### src/rtl/dth_pkg.sv
package dth_pkg;

  typedef enum logic [3:0] {
    TLR, RTI, SEL_DR, CAP_DR, SH_DR, EX1_DR, PAU_DR, EX2_DR, UPD_DR,
    SEL_IR, CAP_IR, SH_IR, EX1_IR, PAU_IR, EX2_IR, UPD_IR
  } tap_state_e;

  // Next state of the standard TAP graph
  function automatic tap_state_e tap_next(input tap_state_e s, input logic tms);
    case (s)
      TLR:     return tms ? TLR    : RTI;
      RTI:     return tms ? SEL_DR : RTI;
      SEL_DR:  return tms ? SEL_IR : CAP_DR;
      CAP_DR:  return tms ? EX1_DR : SH_DR;
      SH_DR:   return tms ? EX1_DR : SH_DR;
      EX1_DR:  return tms ? UPD_DR : PAU_DR;
      PAU_DR:  return tms ? EX2_DR : PAU_DR;
      EX2_DR:  return tms ? UPD_DR : SH_DR;
      UPD_DR:  return tms ? SEL_DR : RTI;
      SEL_IR:  return tms ? TLR    : CAP_IR;
      CAP_IR:  return tms ? EX1_IR : SH_IR;
      SH_IR:   return tms ? EX1_IR : SH_IR;
      EX1_IR:  return tms ? UPD_IR : PAU_IR;
      PAU_IR:  return tms ? EX2_IR : PAU_IR;
      EX2_IR:  return tms ? UPD_IR : SH_IR;
      UPD_IR:  return tms ? SEL_DR : RTI;
      default: return TLR;
    endcase
  endfunction

endpackage

### src/rtl/dth_tap_fsm.sv
module dth_tap_fsm
  import dth_pkg::*;
(
  input  logic       tck,
  input  logic       trst_n,
  input  logic       hold,
  input  logic       tms,
  output tap_state_e state
);

  // hold pins the controller in Test-Logic-Reset (locked out or hidden)
  always_ff @(posedge tck or negedge trst_n) begin
    if (!trst_n)   state <= TLR;
    else if (hold) state <= TLR;
    else           state <= tap_next(state, tms);
  end

endmodule

### src/rtl/dth_pri_regs.sv
module dth_pri_regs
  import dth_pkg::*;
#(
  parameter int              IR_W        = 4,
  parameter int              ID_W        = 32,
  parameter logic [ID_W-1:0] IDCODE      = 32'h1A5C_E0B3,
  parameter logic [IR_W-1:0] OP_IDCODE   = 4'h2,
  parameter logic [IR_W-1:0] OP_HANDOVER = 4'h3,
  parameter logic [IR_W-1:0] IR_CAPTURE  = 4'b0001
)(
  input  logic       tck,
  input  logic       trst_n,
  input  tap_state_e state,
  input  logic       tdi,
  output logic       serial_out,
  output logic       handover_req
);

  logic [IR_W-1:0] ir_sh;
  logic [IR_W-1:0] ir_q;
  logic [ID_W-1:0] id_sh;
  logic            byp;
  logic            sel_id;

  assign sel_id = (ir_q == OP_IDCODE);

  // Instruction register: shift stage and decoded hold stage
  always_ff @(posedge tck or negedge trst_n) begin
    if (!trst_n) begin
      ir_sh <= IR_CAPTURE;
      ir_q  <= OP_IDCODE;
    end else begin
      case (state)
        TLR:     ir_q  <= OP_IDCODE;
        CAP_IR:  ir_sh <= IR_CAPTURE;
        SH_IR:   ir_sh <= {tdi, ir_sh[IR_W-1:1]};
        UPD_IR:  ir_q  <= ir_sh;
        default: ;
      endcase
    end
  end

  // Data registers: identification and bypass
  always_ff @(posedge tck or negedge trst_n) begin
    if (!trst_n) begin
      id_sh <= '0;
      byp   <= 1'b0;
    end else if (state == CAP_DR) begin
      id_sh <= sel_id ? IDCODE : '0;
      byp   <= 1'b0;
    end else if (state == SH_DR) begin
      if (sel_id) id_sh <= {tdi, id_sh[ID_W-1:1]};
      else        byp   <= tdi;
    end
  end

  always_comb begin
    if (state == SH_IR)  serial_out = ir_sh[0];
    else if (sel_id)     serial_out = id_sh[0];
    else                 serial_out = byp;
  end

  assign handover_req = (state == UPD_IR) && (ir_sh == OP_HANDOVER);

endmodule

### src/rtl/dth_sec_tap.sv
module dth_sec_tap
  import dth_pkg::*;
#(
  parameter int              IR_W       = 4,
  parameter logic [IR_W-1:0] IR_CAPTURE = 4'b0101
)(
  input  logic       tck,
  input  logic       trst_n,
  input  logic       hidden,
  input  logic       tms,
  input  logic       tdi,
  output tap_state_e state,
  output logic       serial_out
);

  logic [IR_W-1:0] ir_sh;
  logic            byp;

  dth_tap_fsm u_fsm (
    .tck    (tck),
    .trst_n (trst_n),
    .hold   (hidden),
    .tms    (tms),
    .state  (state)
  );

  always_ff @(posedge tck or negedge trst_n) begin
    if (!trst_n) begin
      ir_sh <= IR_CAPTURE;
      byp   <= 1'b0;
    end else begin
      case (state)
        CAP_IR:  ir_sh <= IR_CAPTURE;
        SH_IR:   ir_sh <= {tdi, ir_sh[IR_W-1:1]};
        CAP_DR:  byp   <= 1'b0;
        SH_DR:   byp   <= tdi;
        default: ;
      endcase
    end
  end

  assign serial_out = (state == SH_IR) ? ir_sh[0] : byp;

endmodule

### src/rtl/dth_handover_latch.sv
module dth_handover_latch #(
  parameter int DE_CYCLES = 2
)(
  input  logic tck,
  input  logic trst_n,
  input  logic ir_req,
  input  logic de_n,
  output logic owned
);

  localparam int               CNT_W = $clog2(DE_CYCLES + 1);
  localparam logic [CNT_W-1:0] LAST  = CNT_W'(DE_CYCLES - 1);
  localparam logic [CNT_W-1:0] FULL  = CNT_W'(DE_CYCLES);

  logic [CNT_W-1:0] cnt;

  always_ff @(posedge tck or negedge trst_n) begin
    if (!trst_n) begin
      cnt   <= '0;
      owned <= 1'b0;
    end else begin
      if (de_n)              cnt <= '0;
      else if (cnt != FULL)  cnt <= cnt + 1'b1;
      // sticky: nothing but trst_n clears it
      if (ir_req || (!de_n && cnt == LAST)) owned <= 1'b1;
    end
  end

endmodule

### src/rtl/dual_tap_handover.sv
module dual_tap_handover
  import dth_pkg::*;
#(
  parameter int              IR_W           = 4,
  parameter int              ID_W           = 32,
  parameter logic [ID_W-1:0] IDCODE         = 32'h1A5C_E0B3,
  parameter logic [IR_W-1:0] OP_IDCODE      = 4'h2,
  parameter logic [IR_W-1:0] OP_HANDOVER    = 4'h3,
  parameter logic [IR_W-1:0] PRI_IR_CAPTURE = 4'b0001,
  parameter logic [IR_W-1:0] SEC_IR_CAPTURE = 4'b0101,
  parameter int              DE_CYCLES      = 2
)(
  input  logic tck,
  input  logic trst_n,
  input  logic tms,
  input  logic tdi,
  input  logic dbg_evt_n,
  output logic tdo,
  output logic tdo_oe,
  output logic sec_active
);

  tap_state_e pri_state;
  tap_state_e sec_state;
  logic       pri_bit;
  logic       sec_bit;
  logic       ho_req;
  logic       owned;
  logic       shifting;

  dth_tap_fsm u_pri_fsm (
    .tck    (tck),
    .trst_n (trst_n),
    .hold   (owned),
    .tms    (tms),
    .state  (pri_state)
  );

  dth_pri_regs #(
    .IR_W        (IR_W),
    .ID_W        (ID_W),
    .IDCODE      (IDCODE),
    .OP_IDCODE   (OP_IDCODE),
    .OP_HANDOVER (OP_HANDOVER),
    .IR_CAPTURE  (PRI_IR_CAPTURE)
  ) u_pri (
    .tck          (tck),
    .trst_n       (trst_n),
    .state        (pri_state),
    .tdi          (tdi),
    .serial_out   (pri_bit),
    .handover_req (ho_req)
  );

  dth_sec_tap #(
    .IR_W       (IR_W),
    .IR_CAPTURE (SEC_IR_CAPTURE)
  ) u_sec (
    .tck        (tck),
    .trst_n     (trst_n),
    .hidden     (!owned),
    .tms        (tms),
    .tdi        (tdi),
    .state      (sec_state),
    .serial_out (sec_bit)
  );

  dth_handover_latch #(
    .DE_CYCLES (DE_CYCLES)
  ) u_latch (
    .tck    (tck),
    .trst_n (trst_n),
    .ir_req (ho_req),
    .de_n   (dbg_evt_n),
    .owned  (owned)
  );

  always_comb begin
    if (owned) shifting = (sec_state == SH_DR) || (sec_state == SH_IR);
    else       shifting = (pri_state == SH_DR) || (pri_state == SH_IR);
  end

  // Single falling-edge output stage after the ownership mux
  always_ff @(negedge tck or negedge trst_n) begin
    if (!trst_n) begin
      tdo    <= 1'b0;
      tdo_oe <= 1'b0;
    end else begin
      tdo    <= shifting ? (owned ? sec_bit : pri_bit) : 1'b0;
      tdo_oe <= shifting;
    end
  end

  assign sec_active = owned;

endmodule

### config.mk
export PLATFORM = sky130hd
export DESIGN_NAME = dual_tap_handover
export DESIGN_NICKNAME = d
export VERILOG_FILES = /design/src/rtl/dth_pkg.sv /design/src/rtl/dth_tap_fsm.sv /design/src/rtl/dth_pri_regs.sv /design/src/rtl/dth_sec_tap.sv /design/src/rtl/dth_handover_latch.sv /design/src/rtl/dual_tap_handover.sv
export SDC_FILE = /design/constraint.sdc
export NUM_CORES = 1
export LEC_CHECK = 0
export BUFFER_PORTS_ARGS = -buffer_cell sky130_fd_sc_hd__buf_2
export CAP_MARGIN = 5
export CORE_UTILIZATION = 30
export CTS_BUF_LIST = sky130_fd_sc_hd__clkbuf_4
export CTS_CLUSTER_DIAMETER = 150
export DETAILED_ROUTE_END_ITERATION = 8
export HOLD_SLACK_MARGIN = 0.12
export PLACE_DENSITY = 0.47
export SLEW_MARGIN = 30
export SYNTH_ARGS = -nofsm -noshare
export SYNTH_HDL_FRONTEND = slang
export SYNTH_SLANG_ARGS = --single-unit
### constraint.sdc
create_clock -name tck -period 5.06 [get_ports tck]
set_clock_uncertainty 0.1 [all_clocks]
set_input_delay 1.012 -clock tck [delete_from_list [all_inputs] [get_ports tck]]
set_output_delay 1.012 -clock tck [all_outputs]
set_load 0.005 [all_outputs]
=== After elaboration in Yosys (flattened, before gate mapping) ===
Cells that the tools add are included.

* Add/subtract/negate cells: 1
* Reductions and logical operators: 23
* Shift-type cells: 0
* Equal/unequal tests: 35
* Bitwise logic cells: 0
* Mux-type cells: 35
* Div/mod/pow operators: 0
* Multiply operators: 0
* Order comparisons: 0

{| class="wikitable"
|+ Operators by type and width
! operator !! number
|-
| 2-to-1 mux 32 bit || 3
|-
| case mux 4 bit (12 select lines) || 2
|-
| equality test 4 bit (second input constant) || 16
|-
| equality test 4 x 3 -> 1 bit (second input constant) || 8
|-
| 2-to-1 mux 29 bit || 1
|-
| equality test 4 x 2 -> 1 bit (second input constant) || 6
|-
| 2-to-1 mux 4 bit || 6
|-
| case mux 4 bit (2 select lines) || 3
|-
| nonzero test 2 bit || 7
|-
| 2-to-1 mux 1 bit || 12
|-
| 2-to-1 mux 2 bit || 5
|-
| equality test 4 x 1 -> 1 bit (second input constant) || 2
|-
| logical NOT 4 bit || 2
|-
| OR reduction 2 bit || 4
|-
| 2-to-1 mux 3 bit || 2
|-
| OR reduction 3 bit || 2
|-
| inequality test 2 bit (second input constant) || 2
|-
| AND reduction 2 bit || 2
|-
| logical OR 1 bit || 3
|-
| adder 2 x 1 -> 2 bit (second input constant) || 1
|-
| equality test 2 x 1 -> 1 bit (second input constant) || 1
|-
| logical AND 1 bit || 2
|-
| case mux 1 bit (2 select lines) || 1
|-
| logical NOT 1 bit || 1
|}

* Latch bits: 0
* Memories: 0
* Bits in writable memories: 0
* Word-level logic and storage cells: 106
* Register bits after elaboration: 59
* ROM bits: 0
* Input bits: 5

=== Depth between registers and ports, before layout ===
* Depth in word-level cells: 5
* Mapped depth: 7
* Mapped depth without buffers: 5

=== By module ===
A second synthesis with hierarchy kept.

* Cell total of the unflattened synthesis: 300
* Area, all modules: 3032.9 µm²

{| class="wikitable"
|+ By module, submodules not included
! module !! area an instance (µm²) !! seq. area each (µm²) !! cells each !! instances
|-
| dth_pri_regs || 1843.0 || 1028.5 || 171 || 1
|-
| dth_tap_fsm || 321.6 || 100.1 || 38 || 2
|-
| dth_sec_tap || 264.0 || 127.6 || 26 || 1
|-
| dth_handover_latch || 146.4 || 75.1 || 14 || 1
|-
| dual_tap_handover || 136.4 || 50.0 || 13 || 1
|}

==> summary.txt <==
Place
  – Final HPWL DP: 3560 um
  – Count of port buffers added during placement: 7
  – Routability Congestion: 0.794
  – Placed standard-cell area: 0.00289 sq mm
  – Placed cell count: 403

Yosys
  – Number of enable flip-flop cells after synthesis: 0
  – Average footprint of a synthesized cell: 9.17 sq um
  – Post-synth ARST share: 1.00
  – Distinct cells, synth: 43
  – Register bit count reported by yosys: 59
  – Post-Syn Area: 0.00280 sq mm
  – Dominant register cell in the synthesized netlist: dfrtp_1
  – Synth Net Count: 312
  – Number of warnings issued by yosys: 0
  – Sequential share of the synthesized area: 0.530
  – Cells after Synth: 305

Finish
  – Number of non-filler instances in the completed layout: 419
  – Area added between synthesis and finish: 8.23%
  – Number of fillers in the final layout: 924
  – Layout cell share with drive strength beyond 1: 0.116
  – Final Cell Area: 0.00303 sq mm
  – Count of nets after finishing: 313
  – Most common cell after layout, fill and taps aside: nand2_1
  – Number of diodes: 0
  – Top library cells by usage in the layout, fill and taps aside: 59 x nand2_1, 53 x dfrtp_1, 29 x nor2_1

Timing
  – Final setup TNS: 0 ns
  – Final-report max-slew violation count: 0
  – Final count of hold timing violations: 0
  – Unrepaired setup endpoints after global routing: no
  – Final count of negative-setup-slack endpoints: 0
  – Final hold slack: 0.380 ns
  – Worst slew margin relative to its limit: 0.554
  – Transition time at the pin with the least slew margin: 0.668 ns

Hold path
  – Type of the most critical hold path: flop to flop

Clocking
  – Clock tree from TritonCTS: yes
  – Number of sinks handled by clock tree synthesis: 59
  – Root buffer cell: clkbuf_4
  – Insertion delay of the later-clocked pin in the worst-skew pair: 0.39 ns
  – CTS Buffer Depth: 2
  – Inserted Clock Buffers: 9
  – Post-cts resize count: 0
  – # hold bufs at CTS: 0
  – Clock slew seen by the registers of the worst setup and hold paths: 0.10 ns
  – Depth of the CTS H-tree: 3
  – Number of post-CTS setup repair buffers: 0

Floorplanning
  – Effective utilization at floorplan: 0.315
  – Core area: 0.00889 sq mm
  – Height of the die: 98.5 um
  – Area of the die: 0.00971 sq mm
  – Row count: 34
  – Die X-Extent: 98.5 um
  – Number of ports placed on the die boundary: 8

Worst setup path
  – Setup CP Type: flop to output port
  – CP max FO: 1
  – Critical path cell sequence: buf_2
  – Element type at the critical path start: flop
  – Data required time at the worst endpoint: 3.95 ns
  – WP data arrival: 3.40 ns
  – Cell type of the slowest stage on the worst timing path: dfrtn_1
  – Dominant delay contributor by cell family on the critical path: flip-flops
  – CP max stage delay: 0.40 ns
  – Worst path buffer plus inverter count: 1
  – Endpoint class of the critical path: output port
  – Register-to-Register Setup Slack: 0.83 ns

Pwr
  – Relative contribution of sequential cells to total power: 0.532
  – Internal portion of total power: 0.768 mW
  – Switching power as a share of total power: 0.313
  – Overall Power: 1.12 mW
  – Clock group share of total power: 0.296
  – Combinational power share: 0.173
  – Reported leakage power: 1.38 nW
  – Peak ir drop on the vdd network: 0.243 mV
  – Power per cell area: 369 mW/mm^2
  – Sw Pwr: 0.349 mW

Routing
  – Number of detailed-routing iterations run before antenna repair: 6
  – Via-to-Cell Ratio: 5.09
  – # DRC: 0
  – Avg WL per Cell: 13.7 um
  – Via count: 2,131
  – Routed Antenna Nets: 0
  – Wirelength, routed: 5730 um
  – Count of routing violations after the opening detailed-route iteration: 112

Global route
  – GR Util All Layers: 0.129
  – Pin count of the biggest net entering global routing: 46
  – Global-route wire length before repair: 9930 um
  – Number of antenna violations at the first check in global routing: 0
  – Vias in the first global route: 2,001
  – Total global routing overflow: 0

Flow run
  – Number of max-cap violations: 0

Run status
  – Status: finished, final reports clean
==> sequential cells by signal, indices dropped and copies added, names as in the netlist <==
name and cells:
u_sec.u_fsm.state 4, u_pri.id_sh 32, u_latch.cnt 2, tdo 1
u_pri.ir_q 4, u_pri_fsm.state 4, u_latch.owned 1, u_sec.ir_sh 4
u_pri.ir_sh 4, tdo_oe 1, u_pri.byp 1, u_sec.byp 1
==> kinds of logic (layout without fill, tap and decap cells) <==
kind of cell,after synthesis,after routing,share of synthesized area
XOR/XNOR,2,2,0.00627
buffers and inverters,28,34,0.0470
AO/OA/AOI/OAI,78,78,0.171
adder cells (fa/ha/maj),2,2,0.00895
AND/OR/NAND/NOR,135,135,0.233
flip-flops,59,59,0.530
multiplexers,1,1,0.00358
==> Yosys cell counts (2+ instances only) <==
cell      number  area, sq um
o21a_1         2         15.0
dfrtn_1        2         50.1
inv_1          8         30.0
ha_1           2         25.0
buf_6          3         33.8
dfstp_2        4          105
dfrtp_1       53         1330
a31oi_1        3         18.8
nand2_1       59          221
nor2_1        30          113
and3_1         5         31.3
clkbuf_1      14         52.6
nand4_1        4         25.0
nand3_1       11         55.1
nor3b_1        2         15.0
buf_2          3         15.0
nand2b_1       5         31.3
o22ai_1       20          125
a21oi_1       23          115
nor2b_1        8         50.1
or4b_4         2         27.5
a211oi_1       4         30.0
o221ai_1       3         26.3
o21ai_0       16         80.1
==> power groups by stage <==
| stage | Sequential, mW | Combinational (mW) | Clock, mW |
|---|---|---|---|
| CTS | 0.595 | 0.195 | 0.352 |
| detailed placement | 0.603 | 0.195 | 0 |
| global route | 0.608 | 0.226 | 0.368 |
| floorplan | 0.560 | 0.188 | 0 |
| global placement | 0.603 | 0.191 | 0 |
| finish | 0.595 | 0.193 | 0.330 |
==> final cells by class <==
| cell class | instances | area (sq um) | area share |
|---|---|---|---|
| Sequential cell | 59 | 1480 | 0.489 |
| Multi-Input combinational cell | 218 | 1190 | 0.392 |
| Tap cell | 108 | 135 | 0.0446 |
| Clock inverter | 7 | 68.8 | 0.0227 |
| Clock buffer | 9 | 67.6 | 0.0223 |
| Timing Repair Buffer | 10 | 57.6 | 0.0190 |
| Inverter | 8 | 30.0 | 0.00992 |
==> final timing paths <==
path                               startpoint              endpoint  cells after the start
setup / recovery                       tdo_oe                tdo_oe                      1
hold / removal                 u_pri.id_sh[9]        u_pri.id_sh[8]                      2
setup reg to reg           u_pri_fsm.state[1]                   tdo                      3
hold reg to reg                u_pri.id_sh[9]        u_pri.id_sh[8]                      2
max in group asynchronous              trst_n                tdo_oe                      1
min in group asynchronous              trst_n  u_sec.u_fsm.state[2]                      1
==> routing by layer <==
layer / share of wire / vias to the layer above / GRT usage
met4: 0.013 / 0 / 0.0425
met1: 0.50 / 1021 / 0.172
met5: 0 / - / 0
li1: - / 1063 / -
met3: 0.045 / 6 / 0.0440
met2: 0.44 / 41 / 0.198
==> tightest hold or removal path, delay by kind of cell, from the launching register on <==
kind / cells / cell delay (ns)
flip-flops: 1 / 0.35
AND/OR/NAND/NOR: 2 / 0.10
==> metrics by stage <==
step                worst slack [ns]   util
floorplan                      0.930      -
global placement               0.885  0.325
detailed placement             0.859  0.325
CTS                            0.498  0.340
global route                   0.483  0.340
finish                         0.547  0.340
Power figures use the tool's default switching activity.
